## config.mk

```make
export PLATFORM = sky130hd
export DESIGN_NAME = switch_release_pulser
export DESIGN_NICKNAME = d
export VERILOG_FILES = /design/src/rtl/swdb_pkg.sv /design/src/rtl/sw_sync.sv /design/src/rtl/settle_filter.sv /design/src/rtl/release_edge.sv /design/src/rtl/switch_release_pulser.sv
export SDC_FILE = /design/constraint.sdc
export NUM_CORES = 1
export LEC_CHECK = 0
export ABC_CLOCK_PERIOD_IN_PS = 9600
export BUFFER_PORTS_ARGS = -buffer_cell sky130_fd_sc_hd__buf_4
export CAP_MARGIN = 20
export CORE_MARGIN = 4
export CORE_UTILIZATION = 40
export CTS_BUF_LIST = sky130_fd_sc_hd__clkbuf_16
export DETAILED_ROUTE_END_ITERATION = 16
export GPL_ROUTABILITY_DRIVEN = 1
export HOLD_SLACK_MARGIN = 0.1
export PLACE_DENSITY = 0.57
export SLEW_MARGIN = 20
export SYNTH_ARGS = -nofsm -noshare
export SYNTH_HDL_FRONTEND = slang
export SYNTH_SLANG_ARGS = --single-unit
export TNS_END_PERCENT = 10
```

## constraint.sdc

```tcl
create_clock -name clk -period 9.6 [get_ports clk]
set_input_delay 1.92 -clock clk [delete_from_list [all_inputs] [get_ports clk]]
set_output_delay 1.92 -clock clk [all_outputs]
set_load 0.005 [all_outputs]
```

## src/rtl/swdb_pkg.sv

```systemverilog
package swdb_pkg;

    localparam int SETTLE_W_DEF   = 16;
    localparam int SYNC_DEPTH_DEF = 2;

    typedef enum logic [1:0] {
        LVL_STEADY = 2'd0,
        LVL_RISE   = 2'd1,
        LVL_FALL   = 2'd2
    } lvl_change_e;

    function automatic lvl_change_e classify_change(input logic prev, input logic cur);
        if (prev == cur)
            return LVL_STEADY;
        else if (cur)
            return LVL_RISE;
        else
            return LVL_FALL;
    endfunction

endpackage

```

## src/rtl/sw_sync.sv

```systemverilog
module sw_sync #(
    parameter int STAGES = 2
) (
    input  logic clk,
    input  logic rst,
    input  logic d_async,
    output logic q_sync
);
    logic [STAGES-1:0] chain;

    generate
        if (STAGES < 2) begin : g_bad_depth
            initial $error("sw_sync needs at least two stages");
        end
    endgenerate

    always_ff @(posedge clk) begin
        if (rst)
            chain <= '0;
        else
            chain <= {chain[STAGES-2:0], d_async};
    end

    assign q_sync = chain[STAGES-1];

endmodule

```

## src/rtl/settle_filter.sv

```systemverilog
module settle_filter #(
    parameter int W = 16
) (
    input  logic         clk,
    input  logic         rst,
    input  logic         sync_in,
    input  logic [W-1:0] settle,
    output logic         level
);
    typedef struct packed {
        logic         level;
        logic [W-1:0] run;
    } flt_state_t;

    flt_state_t   cur, nxt;
    logic [W-1:0] limit;

    // A count of zero is treated as one
    assign limit = (settle == '0) ? W'(1) : settle;

    always_comb begin
        nxt = cur;
        if (sync_in == cur.level) begin
            nxt.run = '0;                       // run broken: restart
        end else if (cur.run >= limit - W'(1)) begin
            nxt.level = sync_in;
            nxt.run   = '0;
        end else begin
            nxt.run = cur.run + W'(1);
        end
    end

    always_ff @(posedge clk) begin
        if (rst)
            cur <= '0;
        else
            cur <= nxt;
    end

    assign level = cur.level;

    // the accepted level only ever moves to the value last seen on the input
    p_flip_follows_input_r3: assert property (@(posedge clk) disable iff (rst)
        (level != $past(level)) |-> (level == $past(sync_in)));

endmodule

```

## src/rtl/release_edge.sv

```systemverilog
module release_edge (
    input  logic clk,
    input  logic rst,
    input  logic level,
    output logic pulse
);
    import swdb_pkg::*;

    logic        prev;
    lvl_change_e chg;

    assign chg = classify_change(prev, level);

    always_ff @(posedge clk) begin
        if (rst) begin
            prev  <= 1'b0;
            pulse <= 1'b0;
        end else begin
            prev  <= level;
            pulse <= (chg == LVL_FALL);         // release only
        end
    end

endmodule

```

## src/rtl/switch_release_pulser.sv

```systemverilog
module switch_release_pulser #(
    parameter int SETTLE_W   = swdb_pkg::SETTLE_W_DEF,
    parameter int SYNC_DEPTH = swdb_pkg::SYNC_DEPTH_DEF
) (
    input  logic                clk,
    input  logic                rst,
    input  logic                sw_raw,
    input  logic [SETTLE_W-1:0] settle_cycles,
    output logic                pulse_out
);
    logic sync_level;
    logic flt_level;

    sw_sync #(.STAGES(SYNC_DEPTH)) u_sync (
        .clk     (clk),
        .rst     (rst),
        .d_async (sw_raw),
        .q_sync  (sync_level)
    );

    settle_filter #(.W(SETTLE_W)) u_filter (
        .clk     (clk),
        .rst     (rst),
        .sync_in (sync_level),
        .settle  (settle_cycles),
        .level   (flt_level)
    );

    release_edge u_edge (
        .clk   (clk),
        .rst   (rst),
        .level (flt_level),
        .pulse (pulse_out)
    );

    // never two pulse cycles in a row
    p_pulse_single_r5: assert property (@(posedge clk) disable iff (rst)
        pulse_out |=> !pulse_out);

    // first cycle out of reset is quiet
    p_reset_quiet_r8: assert property (@(posedge clk) disable iff (rst)
        $past(rst) |-> !pulse_out);

    // a pulse is only issued after the synchronized contact has been seen open
    p_pulse_after_open_r4: assert property (@(posedge clk) disable iff (rst)
        pulse_out |-> !$past(sync_level, 2));

    // the filtered level starts open
    p_level_open_after_reset_r1: assert property (@(posedge clk) disable iff (rst)
        $past(rst) |-> !flt_level);

endmodule

```

==> metrics.txt <==
area fraction of the dominant cell type after synthesis 28.3%; kind of end point of the critical path register; most frequent CP cell nor2_1; cell taking the most area after synthesis dfxtp_1; first-pass GRT wire length 4.84 mm; min Tclk post-route 4750 ps; Max Buffers Root-to-Sink 2; initial antenna violation count 0; worst-margin pin slew 473 ps; hold slack 440 ps; Yosys cell types 35; Worst Path Arrival 4890 ps; via/cell ratio 5.12; Clock Sinks 21; ratio of cells with drive above 1 in the final layout 16.2%; via count 1,214; CP max stage delay 390 ps; Critical Path Fanout Max 6; 1st-iter DRT viols 39; fin util 50.6%; clock root cell clkbuf_16; pre-CTS setup slack 4560 ps; number of buffers added on ports 19; Max Fclk 0.211 GHz; dpl cell area 1680 µm²; Fin. Hold Viols 0; DRT Wirelength 3.02 mm; Critical-path top delay cell a221oi_2; worst skew pair latency 250 ps; chip height 69.0 µm; Die Area 4760 µm²; Syn. warnings 0; most frequent cells in the layout nor2_1, dfxtp_1, buf_4; Post-CTS Setup Inserts 0; final non-filler cell total 237; setup TNS 0 ps; Startpoint Class input pin; Overall Global Routing Usage 13.9%; Routed WL per cell 12.8 µm; most common cell after layout, fill and taps aside nor2_1; filler cell count 329; HPWL after detailed placement 2.48 mm; post-route design area 1760 µm²; Tightest Hold Check Type reg2reg; WS Path Type in2reg; core area 3470 µm²; Remaining Overflow, GRT 0; MaxCap Viol Count 0; peak supply drop 0.0000629 V; Worst Setup Slack, final 4850 ps; cells after synthesis 169; flop and latch count out of synthesis 21; CTS Buf Count 3; site row count 21; Mapped Area 1490 µm²; drt pass-1 iters 5; Tcrit/Tclk final 49.5%; Post-CTS Hold Buffers 0; synth top area cells dfxtp_1, ha_1, xnor2_1; DR DRC count 0; Worst R2R Setup Slack 7660 ps; CTS tree yes; Worst Skew 4.09 ps; I/O pin total 20; max-slew violation count 0; Power Density 112 nW/µm²; CTS clk-pin slew, worst paths 50 ps; initial core utilization 42.9%; Lkg Pwr 0.709 nW; antenna diode count 0; Post-DRT Antenna Nets 0; routability cong. 0.778; Syn Nets 206; Layout area overhead 18.0%; largest net degree at the start of global routing 17; overall power 197 µW; vias in the first global route 1,101; Setup Viol. Count Final 0; DIE WIDTH 69.0 µm; CTS resizes 0; sequential element share of the synthesized area 28.3%; Nets 229; critical-path cell list buf_4 -> nor4_2 -> nand3_2 -> nor2_1 -> nor2_1 -> ha_1 -> nand3b_1 -> nand2b_1 -> nor2_1 -> xnor2_1 -> ha_1 -> a21oi_1 -> nand2_1 -> a221oi_2 -> nand3_1 -> mux2_1; H-Tree Depth 1; Worst slew margin 68.4%; RSZ-0062 raised after global routing false; CP Data Required Time 9740 ps; dpl cells 233; syn_area_per_cell 8.80 µm²; status complete, no violations
metal layers:
layer	routed length, µm	global-route usage (%)	part of all wire [%]	vias up
met5	0	0	0	-
met2	1210	21.1	40	27
met3	177	2.92	5.9	4
met4	38	5.11	1.3	0
met1	1600	19.1	53	537
li1	-	-	-	646
final timing paths:
check                         from         endpoint  depth (start not counted)
setup / recovery  settle_cycles[5]   u_filter.level                         16
hold reg to reg    u_sync.chain[0]  u_sync.chain[1]                          1
hold / removal     u_sync.chain[0]  u_sync.chain[1]                          1
setup reg to reg   u_filter.cur[0]   u_filter.level                          7
worst max-delay path, delay by kind of cell:
family	cells	cell delay, ps
AND/OR/NAND/NOR	9	1310
adder cells (fa/ha/maj)	2	520
AO/OA/AOI/OAI	2	540
buffers and inverters	1	130
multiplexers	1	320
XOR/XNOR	1	130
power by group:
part           internal [mW]  switching [mW]
Combinational         0.0116          0.0116
Clock                 0.0554          0.0308
Sequential            0.0877        0.000292
flip-flops by register name, summed over array words and instances, names as in the netlist:
name and count:
u_edge.pulse 1, u_filter.cur 16, u_filter.level 1, u_edge.prev 1
u_sync.chain 2
final cells by class:
type | count | area [µm²] | area share, %
multi-input cells | 141 | 1030 | 58.9
flip-flops and latches | 21 | 420 | 23.9
repair buffers | 19 | 143 | 8.13
clock buffers | 3 | 75.1 | 4.28
well taps | 46 | 57.6 | 3.28
inverters | 6 | 22.5 | 1.28
clock inverters | 1 | 3.75 | 0.214
synth_stat cells:
cell	number
nor3_2	1
nor4_2	3
o211ai_2	1
a41o_1	1
nor3b_1	1
mux2i_1	1
nor4_1	3
mux2_1	1
nor2_1	30
nand2b_4	1
dfxtp_1	21
nand2_1	7
a221oi_2	1
nand2b_1	2
a21o_1	1
inv_1	6
nand3_1	7
nand3b_1	2
o31ai_1	1
xor2_1	11
nand4_4	1
o21ai_0	2
and4_1	2
nand4_1	6
xnor2_1	14
nand3_2	1
ha_1	18
o21a_1	1
buf_6	1
nor2b_1	4
nor3_1	5
and3_1	3
a21oi_1	6
or3_1	2
a2111o_1	1
kinds of logic (layout without fill, tap and decap cells):
kind of cell / Yosys count / count (layout) / share of synthesized area, %
and+or+nand+nor: 81 / 81 / 30.7
AOI/OAI and AO/OA: 15 / 15 / 7.49
buffers and inverters: 7 / 29 / 2.27
adders and majority gates: 18 / 18 / 15.1
muxes: 2 / 2 / 1.43
DFF: 21 / 21 / 28.3
xor gates and xnor gates: 25 / 25 / 14.7
(Power assumes the default switching activity.)
